$ cat src/rtl/bank_dec_pkg.sv
package bank_dec_pkg;
  typedef enum logic [1:0] {PH_IDLE, PH_FIRST, PH_SECOND} phaseT;

  // Strobes from sequencer to datapath
  typedef struct packed {
    logic load;       // request taken this edge
    logic active;     // a bus cycle runs this clock
    logic second;     // second half of a split word
    logic word;
    logic write;
    logic mem;
  } busCtrlT;
endpackage

$ cat src/rtl/bank_ctl.sv
module bank_ctl
  import bank_dec_pkg::*;
(
  input  logic    clk,
  input  logic    rstN,
  input  logic    reqValid,
  input  logic    reqAddrLsb,
  input  logic    reqWord,
  input  logic    reqWrite,
  input  logic    reqMem,
  output logic    reqReady,
  output busCtrlT ctrl,
  output logic    memRd,
  output logic    memWr,
  output logic    ioRd,
  output logic    ioWr,
  output logic    rspValid
);
  phaseT phaseQ;
  logic  wordQ, writeQ, memQ, oddQ;
  logic  accept, active, splitting;

  assign reqReady  = (phaseQ == PH_IDLE);
  assign accept    = reqValid && reqReady;
  assign active    = (phaseQ != PH_IDLE);
  assign splitting = (phaseQ == PH_FIRST) && wordQ && oddQ;

  always_ff @(posedge clk) begin
    if (!rstN) begin
      phaseQ <= PH_IDLE;
      wordQ  <= 1'b0;
      writeQ <= 1'b0;
      memQ   <= 1'b0;
      oddQ   <= 1'b0;
    end else begin
      unique case (phaseQ)
        PH_IDLE: if (accept) begin
          phaseQ <= PH_FIRST;
          wordQ  <= reqWord;
          writeQ <= reqWrite;
          memQ   <= reqMem;
          oddQ   <= reqAddrLsb;
        end
        PH_FIRST:  phaseQ <= splitting ? PH_SECOND : PH_IDLE;
        PH_SECOND: phaseQ <= PH_IDLE;
        default:   phaseQ <= PH_IDLE;
      endcase
    end
  end

  assign ctrl.load   = accept;
  assign ctrl.active = active;
  assign ctrl.second = (phaseQ == PH_SECOND);
  assign ctrl.word   = wordQ;
  assign ctrl.write  = writeQ;
  assign ctrl.mem    = memQ;

  assign memRd    = active &&  memQ && !writeQ;
  assign memWr    = active &&  memQ &&  writeQ;
  assign ioRd     = active && !memQ && !writeQ;
  assign ioWr     = active && !memQ &&  writeQ;
  assign rspValid = active && !splitting && !writeQ;

  // strobes exclusive, and quiet while idle
  a_r1_one_strobe: assert property (@(posedge clk) disable iff (!rstN)
    $onehot0({memRd, memWr, ioRd, ioWr}));
  a_r1_idle_quiet: assert property (@(posedge clk) disable iff (!rstN)
    reqReady |-> !(memRd || memWr || ioRd || ioWr));
  // after the last read cycle the block is ready again
  a_r10_rsp_then_ready: assert property (@(posedge clk) disable iff (!rstN)
    rspValid |=> reqReady);
  // a split word keeps its direction across both halves
  a_r5_split_then_second: assert property (@(posedge clk) disable iff (!rstN)
    splitting |=> (ctrl.second && $stable(writeQ) && $stable(memQ)));
endmodule

$ cat src/rtl/bank_datapath.sv
module bank_datapath
  import bank_dec_pkg::*;
#(
  parameter int ADDR_W  = 20,
  parameter int LANE_W  = 8,
  parameter int NUM_REG = 2,
  parameter logic [NUM_REG-1:0][ADDR_W-1:0] REG_BASE = {20'h80000, 20'h00000},
  parameter logic [NUM_REG-1:0][7:0]        REG_SPAN = {8'd12, 8'd13},
  localparam int DATA_W = 2 * LANE_W,
  localparam int BANK_W = ADDR_W - 1
)(
  input  logic               clk,
  input  logic               rstN,
  input  busCtrlT            ctrl,
  input  logic [ADDR_W-1:0]  reqAddr,
  input  logic [DATA_W-1:0]  reqWdata,
  output logic [BANK_W-1:0]  bankAddr,
  output logic               busBheN,
  output logic               busA0,
  output logic [NUM_REG-1:0] csEven,
  output logic [NUM_REG-1:0] csOdd,
  output logic [DATA_W-1:0]  busWdata,
  output logic [1:0]         busWdataEn,
  input  logic [DATA_W-1:0]  busRdata,
  output logic [DATA_W-1:0]  rspData
);
  logic [ADDR_W-1:0]       addrQ, curAddr;
  logic [DATA_W-1:0]       wdataQ;
  logic [LANE_W-1:0]       lowByteQ;
  logic [1:0]              laneOn;
  logic [1:0][LANE_W-1:0]  laneData;
  logic [NUM_REG-1:0]      hit;
  logic                    mapped;

  assign curAddr  = ctrl.second ? addrQ + ADDR_W'(1) : addrQ;
  assign bankAddr = curAddr[ADDR_W-1:1];
  assign busA0    = curAddr[0];
  assign busBheN  = !(ctrl.active && ((ctrl.word && !ctrl.second) || curAddr[0]));
  assign laneOn[0] = ctrl.active && !curAddr[0];
  assign laneOn[1] = ctrl.active && !busBheN;

  always_ff @(posedge clk) begin
    if (!rstN) begin
      addrQ    <= '0;
      wdataQ   <= '0;
      lowByteQ <= '0;
    end else begin
      if (ctrl.load) begin
        addrQ  <= reqAddr;
        wdataQ <= reqWdata;
      end
      if (ctrl.active && !ctrl.second && ctrl.word && curAddr[0])
        lowByteQ <= laneData[1];
    end
  end

  for (genvar r = 0; r < NUM_REG; r++) begin : g_region
    localparam int SPAN = int'(REG_SPAN[r]);
    assign hit[r]    = (curAddr >> SPAN) == (REG_BASE[r] >> SPAN);
    assign csEven[r] = ctrl.mem && hit[r] && laneOn[0];
    assign csOdd[r]  = ctrl.mem && hit[r] && laneOn[1];
  end

  assign mapped = ctrl.mem ? (|hit) : 1'b1;

  for (genvar g = 0; g < 2; g++) begin : g_lane
    assign laneData[g]   = (laneOn[g] && mapped) ? busRdata[g*LANE_W +: LANE_W] : '0;
    assign busWdataEn[g] = laneOn[g] && ctrl.write;
  end

  assign busWdata[LANE_W-1:0]      = ctrl.second ? wdataQ[DATA_W-1:LANE_W] : wdataQ[LANE_W-1:0];
  assign busWdata[DATA_W-1:LANE_W] = curAddr[0]  ? wdataQ[LANE_W-1:0]      : wdataQ[DATA_W-1:LANE_W];

  always_comb begin
    if (ctrl.second)                  rspData = {laneData[0], lowByteQ};
    else if (ctrl.word && !curAddr[0]) rspData = {laneData[1], laneData[0]};
    else if (curAddr[0])              rspData = {{LANE_W{1'b0}}, laneData[1]};
    else                              rspData = {{LANE_W{1'b0}}, laneData[0]};
  end

  // second half of a split word uses only the low lane
  a_r5_second_lane: assert property (@(posedge clk) disable iff (!rstN)
    ctrl.second |-> (busBheN && !busA0));
  // even word opens both lanes
  a_r3_word_both: assert property (@(posedge clk) disable iff (!rstN)
    (ctrl.active && ctrl.word && !ctrl.second && !busA0) |-> !busBheN);
  // selects only in an active memory cycle
  a_r8_cs_needs_mem: assert property (@(posedge clk) disable iff (!rstN)
    (|{csEven, csOdd}) |-> (ctrl.active && ctrl.mem));
  // at most one region per lane
  a_r7_one_region: assert property (@(posedge clk) disable iff (!rstN)
    $onehot0(csEven) && $onehot0(csOdd));
endmodule

$ cat src/rtl/bank_decoder.sv
module bank_decoder
  import bank_dec_pkg::*;
#(
  parameter int ADDR_W  = 20,
  parameter int LANE_W  = 8,
  parameter int NUM_REG = 2,
  parameter logic [NUM_REG-1:0][ADDR_W-1:0] REG_BASE = {20'h80000, 20'h00000},
  parameter logic [NUM_REG-1:0][7:0]        REG_SPAN = {8'd12, 8'd13},
  localparam int DATA_W = 2 * LANE_W,
  localparam int BANK_W = ADDR_W - 1
)(
  input  logic               clk,
  input  logic               rstN,
  input  logic               reqValid,
  output logic               reqReady,
  input  logic [ADDR_W-1:0]  reqAddr,
  input  logic               reqWord,
  input  logic               reqWrite,
  input  logic               reqMem,
  input  logic [DATA_W-1:0]  reqWdata,
  output logic               rspValid,
  output logic [DATA_W-1:0]  rspData,
  output logic [BANK_W-1:0]  bankAddr,
  output logic               busBheN,
  output logic               busA0,
  output logic               memRd,
  output logic               memWr,
  output logic               ioRd,
  output logic               ioWr,
  output logic [NUM_REG-1:0] csEven,
  output logic [NUM_REG-1:0] csOdd,
  output logic [DATA_W-1:0]  busWdata,
  output logic [1:0]         busWdataEn,
  input  logic [DATA_W-1:0]  busRdata
);
  busCtrlT ctrl;

  bank_ctl u_ctl (
    .clk, .rstN, .reqValid,
    .reqAddrLsb(reqAddr[0]),
    .reqWord, .reqWrite, .reqMem,
    .reqReady, .ctrl,
    .memRd, .memWr, .ioRd, .ioWr, .rspValid
  );

  bank_datapath #(
    .ADDR_W(ADDR_W), .LANE_W(LANE_W), .NUM_REG(NUM_REG),
    .REG_BASE(REG_BASE), .REG_SPAN(REG_SPAN)
  ) u_dp (
    .clk, .rstN, .ctrl, .reqAddr, .reqWdata,
    .bankAddr, .busBheN, .busA0, .csEven, .csOdd,
    .busWdata, .busWdataEn, .busRdata, .rspData
  );
endmodule

$ cat config.mk
export PLATFORM = sky130hd
export DESIGN_NAME = bank_decoder
export DESIGN_NICKNAME = d
export VERILOG_FILES = /design/src/rtl/bank_dec_pkg.sv /design/src/rtl/bank_ctl.sv /design/src/rtl/bank_datapath.sv /design/src/rtl/bank_decoder.sv
export SDC_FILE = /design/constraint.sdc
export NUM_CORES = 1
export LEC_CHECK = 0
export BUFFER_PORTS_ARGS = -buffer_cell sky130_fd_sc_hd__clkbuf_2
export CORE_MARGIN = 1.5
export CORE_UTILIZATION = 45
export DETAILED_ROUTE_END_ITERATION = 10
export GPL_ROUTABILITY_DRIVEN = 0
export PLACE_DENSITY = 0.72
export SLEW_MARGIN = 20
export SYNTH_ARGS = -nofsm -noshare
export SYNTH_HDL_FRONTEND = slang
export SYNTH_SLANG_ARGS = --single-unit
$ cat constraint.sdc
create_clock -name clk -period 4.12 [get_ports clk]
set_clock_uncertainty 0.05 [all_clocks]
set_input_delay 0.412 -clock clk [delete_from_list [all_inputs] [get_ports clk]]
set_output_delay 0.412 -clock clk [all_outputs]
set_load 0.005 [all_outputs]
After elaboration in Yosys (flattened, before gate mapping)
Cells that the tools add are included.
{"block": "word_totals", "output_inout_bits": 65, "register_bits": 50, "in_bits": 58}
{"block": "op_classes", "muxes": 12, "eq_ne": 4, "n_reduce_logical": 41, "n_addsub": 1}
{"op": "8-bit two-way mux", "n": 5}
{"op": "16-bit two-way mux", "n": 2}
{"op": "1-bit logical AND", "n": 29}
{"op": "20-bit by 1-bit adder with 20-bit output, second input constant", "n": 1}
{"op": "20-bit zero test", "n": 1}
{"op": "20-bit two-way mux", "n": 1}
{"op": "8-bit equality test, second input constant", "n": 1}
{"op": "1-bit zero test", "n": 6}
{"op": "2-bit two-way mux", "n": 2}
{"op": "2-bit case mux with 2 select lines", "n": 1}
{"op": "2-bit by 1-bit equality test with 1-bit output, second input constant", "n": 1}
{"op": "2-bit equality test, second input constant", "n": 1}
{"op": "2-bit zero test", "n": 1}
{"op": "2-bit != test, second input constant", "n": 1}
{"op": "2-bit AND reduction", "n": 1}
{"op": "2-bit nonzero test", "n": 1}
{"op": "2-bit OR reduction", "n": 1}
{"op": "1-bit logical OR", "n": 1}
{"op": "1-bit two-way mux", "n": 1}

Longest topological paths before layout
{"block": "logic_depth", "depth_word": 11, "mapped_depth": 7, "ltp_nobuf": 7}

By module
Synthesis repeated with hierarchy kept, for this count alone.
{"block": "hier_totals", "hier_cells": 327, "area_unflattened_um2": 2904.0}
{"mod": "bank_datapath", "instances": 1, "seq_area_each_um2": 880.8, "cells_per_inst": 290, "area_each_um2": 2577.5}
{"mod": "bank_ctl", "instances": 1, "seq_area_each_um2": 120.1, "cells_per_inst": 37, "area_each_um2": 326.6}

Least setup slack after synthesis
Ideal clock, no wire load.
{"block": "synth_path", "kind": "reg2out", "from": "register u_dp.addrQ[0]", "to": "output port rspData[0]", "path_buffers": 0, "path_stages_with_launch": 8, "slack_ns": 1.353, "t_required_ns": 3.658, "t_arrival_ns": 2.305, "cell_sequence": "dfxtp_1 > ha_1 > nand3b_2 > or4_4 > o21ai_2 > nand4_4 > o41ai_4 > a221o_1"}
{"block": "synth_via", "elab_chain_cells": 10}
{"item": "from (decl)", "line_no": "bank_datapath.sv:27", "text": "logic [ADDR_W-1:0] addrQ, curAddr;"}
{"item": "from (signal assigned)", "line_no": "bank_datapath.sv:49", "text": "addrQ <= reqAddr;"}
{"item": "20-bit by 1-bit adder with 20-bit output", "line_no": "bank_datapath.sv:35", "text": "assign curAddr = ctrl.second ? addrQ + ADDR_W'(1) : addrQ;"}
{"item": "20-bit two-way mux (*)", "line_no": "bank_datapath.sv:35"}
{"item": "20-bit zero test, or another cell as far along", "line_no": "bank_datapath.sv:59", "text": "assign hit[r] = (curAddr >> SPAN) == (REG_BASE[r] >> SPAN);"}
{"item": "2-bit OR reduction or 1-bit logical AND (tied branches)", "line_no": "bank_datapath.sv:64, bank_datapath.sv:38"}
{"item": "1-bit two-way mux or 1-bit logical AND (tied branches)", "line_no": "bank_datapath.sv:64, bank_datapath.sv:40"}
{"item": "1-bit logical AND", "line_no": "bank_datapath.sv:67", "text": "assign laneData[g] = (laneOn[g] && mapped) ? busRdata[g*LANE_W +: LANE_W] : '0;"}
{"item": "8-bit two-way mux", "line_no": "bank_datapath.sv:67"}
{"item": "8-bit two-way mux", "line_no": "bank_datapath.sv:77", "text": "else if (curAddr[0]) rspData = {{LANE_W{1'b0}}, laneData[1]};"}
{"item": "16-bit two-way mux (*)", "line_no": "bank_datapath.sv:76", "text": "else if (ctrl.word && !curAddr[0]) rspData = {laneData[1], laneData[0]};"}
{"item": "16-bit two-way mux (*)", "line_no": "bank_datapath.sv:75", "text": "if (ctrl.second) rspData = {laneData[0], lowByteQ};"}
{"item": "to (decl)", "line_no": "bank_decoder.sv:22", "text": "output logic [DATA_W-1:0] rspData,"}
Mark *: on every way between the ends. The rest lies on a longest branch, timed or not.

Worst setup path in the final report
{"block": "layout_path", "from": "register u_dp.addrQ[0]", "to": "output port rspData[7]"}
Same word-level chain as after synthesis.

==> results by group <==
Outcome
  • Outcome: finished, final reports clean

Floorplan
  • Die X: 87.5 microns
  • I/O Pins: 123
  • Core area: 0.00683 sq mm
  • Die area: 0.00765 sq mm
  • Die height: 87.5 microns
  • Initial Utilization: 47.0%
  • Row Count: 30

Timing
  • Fmax: 0.268 GHz
  • Setup violations, final: 0
  • RSZ-0062 raised after global routing: no
  • Final setup margin: 0.383 ns
  • Fin. max-slew vios: 0
  • Minimum clock period: 3.74 ns
  • Setup_tns: 0 ns
  • Hold Vio Cnt, Final: 0
  • Slew HR: 37.5%
  • Final worst path period share: 90.7%
  • Worst slew pin tran: 0.938 ns

Cells and area
  • Area grow syn2layout: 23.2%
  • Ant diodes: 0
  • Most common cell after layout, fill and taps aside: nand2_1
  • Register area: 981 sq um
  • Fin nets: 595
  • Commonest cells after routing, fill and taps aside: nand2_1, clkbuf_2, dfxtp_1
  • Multi-input logic area: 0.00207 sq mm
  • Share of cells above drive strength 1: 28.9%
  • Layout fillers: 675

Drt
  • WL/cell: 13.8 microns
  • Drt pass-1 iters: 5
  • Vias per inst: 5.35
  • Detailed-route DRC error count: 0
  • Initial DRC count: 139
  • Antenna Nets Post-Route: 0
  • WL final: 8750 microns
  • Routed vias: 3,387

Clock network
  • H-tree depth: 2
  • Post_cts resized: 0
  • CTS Buffer Depth: 2
  • Post-CTS Setup Inserts: 0
  • CTS Hold Bufs: 0
  • Num CTS Buffers: 5
  • CTS root buf: clkbuf_8
  • Clock tree sinks: 49
  • Skew-Pair Late Insertion Delay: 0.30 ns
  • Clock transition at path regs: 0.09 ns
  • CTS tree: yes

Synth
  • Post-synth EDFFs: 0
  • Dominant synthesized flop cell: dfxtp_1
  • Synth Net Count: 490
  • Yosys cell types: 53
  • Synth Instances: 431
  • Post-Synthesis Mean Instance Area: 7.45 sq um
  • Async SR Flop Fraction: 0%
  • Synthesized cell area: 0.00321 sq mm
  • Synth top area share: 30.6%
  • Number of synthesized register bits: 49
  • YS warnings: 0
  • Top cells by area, synth: dfxtp_1, nand2_1, a21boi_1
  • Cell taking the most area after synthesis: dfxtp_1
  • Sequential area share after synthesis: 30.6%

Flow run
  • Max Cap Viol: 0

Worst setup path
  • Worst-path fanout max: 15
  • R2r setup slk: 1.18 ns
  • Crit path arrival time: 3.27 ns
  • Worst R2R End: u_dp.lowByteQ[1]
  • Startpoint types: flip-flop
  • Critical Path End Type: output pin
  • Worst EP required: 3.66 ns
  • Critical R2R Launch: u_dp.addrQ[0]
  • WS Path Type: reg -> out
  • Crit path from: u_dp.addrQ[0]
  • Reg2Reg Depth: 7
  • Crit path capture: rspData[7]

Power and ir drop
  • Leak Pwr: 0.00181 uW
  • Max VDD drop: 162 uV
  • PD cells: 259 mW/mm^2

Global route
  • First-pass GRT wire length: 14,100 microns
  • Total track usage: 23.0%
  • Initial antenna violation count: 0
  • Vias in the first global route: 3,033
  • Largest net degree at the start of global routing: 66
  • GRT overflow: 0

Placement
  • DP HPWL: 6450 microns
  • Dpl ws: 0.730 ns
  • Port bufs: 122

Worst hold path
  • HP Class: in -> reg
==> per-stage QoR <==
stage / util, % / cells / area (sq um) / power (uW) / hold WS (ns)
floorplan: - / 431 / 3210 / 660 / 0.385
global placement: 56.6 / 625 / 3870 / 749 / 0.395
detailed placement: 56.6 / 625 / 3870 / 753 / 0.396
CTS: 57.9 / 633 / 3950 / 1030 / 0.262
global route: 57.9 / 633 / 3950 / 1080 / 0.258
finish: 57.9 / 633 / 3950 / 1020 / 0.264
==> cell type report <==
class | instances | share of cell area [%]
clock buffer | 5 | 1.74
timing repair buffer | 126 | 16.2
inverter | 15 | 1.42
sequential | 49 | 24.8
multi-input combinational | 339 | 52.3
clock inverter | 3 | 0.443
tap | 96 | 3.04
==> worst min-delay path by stage <==
stage	cells after the start	from	slack, ns	end
after floorplan	2	u_dp.addrQ[19]	0.39	u_dp.addrQ[19]
after global placement	2	u_dp.addrQ[19]	0.40	u_dp.addrQ[19]
after CTS	3	reqWdata[6]	0.26	u_dp.wdataQ[6]
after detailed placement	2	u_dp.addrQ[19]	0.40	u_dp.addrQ[19]
after global routing	3	reqAddr[5]	0.26	u_dp.addrQ[5]
final	3	reqWdata[6]	0.26	u_dp.wdataQ[6]
==> kinds of logic after synthesis <==
logic type / after synthesis / synth area share (%)
flops: 49 / 30.6
simple gates: 224 / 33.8
fa+ha+maj: 1 / 0.390
buf+inv: 43 / 5.07
compound gates: 98 / 25.8
xor+xnor: 16 / 4.37
==> critical path: stages, from the launching register on <==
cell and delay (ns):
dfxtp_1 0.61, ha_1 0.27, nand3b_2 0.14, nor4_2 0.50, and4_1 0.31, o22ai_2 0.13, o41ai_4 0.66, a221o_1 0.25
clkbuf_2 0.11
==> synth_stat cells (all sizes together) (6+ instances only) <==
cell type	number
clkbuf	25
a22o	8
and3	11
nand3	15
nor4	6
nand4	6
o32ai	8
inv	15
a41oi	9
o21ai	13
and4	6
dfxtp	49
nor2	12
a21boi	40
a221o	8
nand2	149
xnor2	13
==> routing by layer <==
metal,vias up,track usage (%),wire [microns]
met1,1557,30.7,4000
met5,-,0,0
met4,0,4.18,89
met3,9,5.50,629
met2,103,38.0,4040
li1,1718,-,-
==> flip-flops by register name (all words and copies together), names as in the netlist <==
register and flops:
u_dp.addrQ 20, u_dp.wdataQ 16, u_dp.lowByteQ 8, u_ctl.phaseQ 2
u_ctl.memQ 1, u_ctl.wordQ 1, u_ctl.writeQ 1
==> report_power, final <==
part | switching (uW) | leakage (uW) | internal, uW
registers | 31.1 | 0.000401 | 497
logic | 118 | 0.00137 | 95.6
clock network | 166 | 0.0000439 | 118
(Power assumes the default switching activity.)
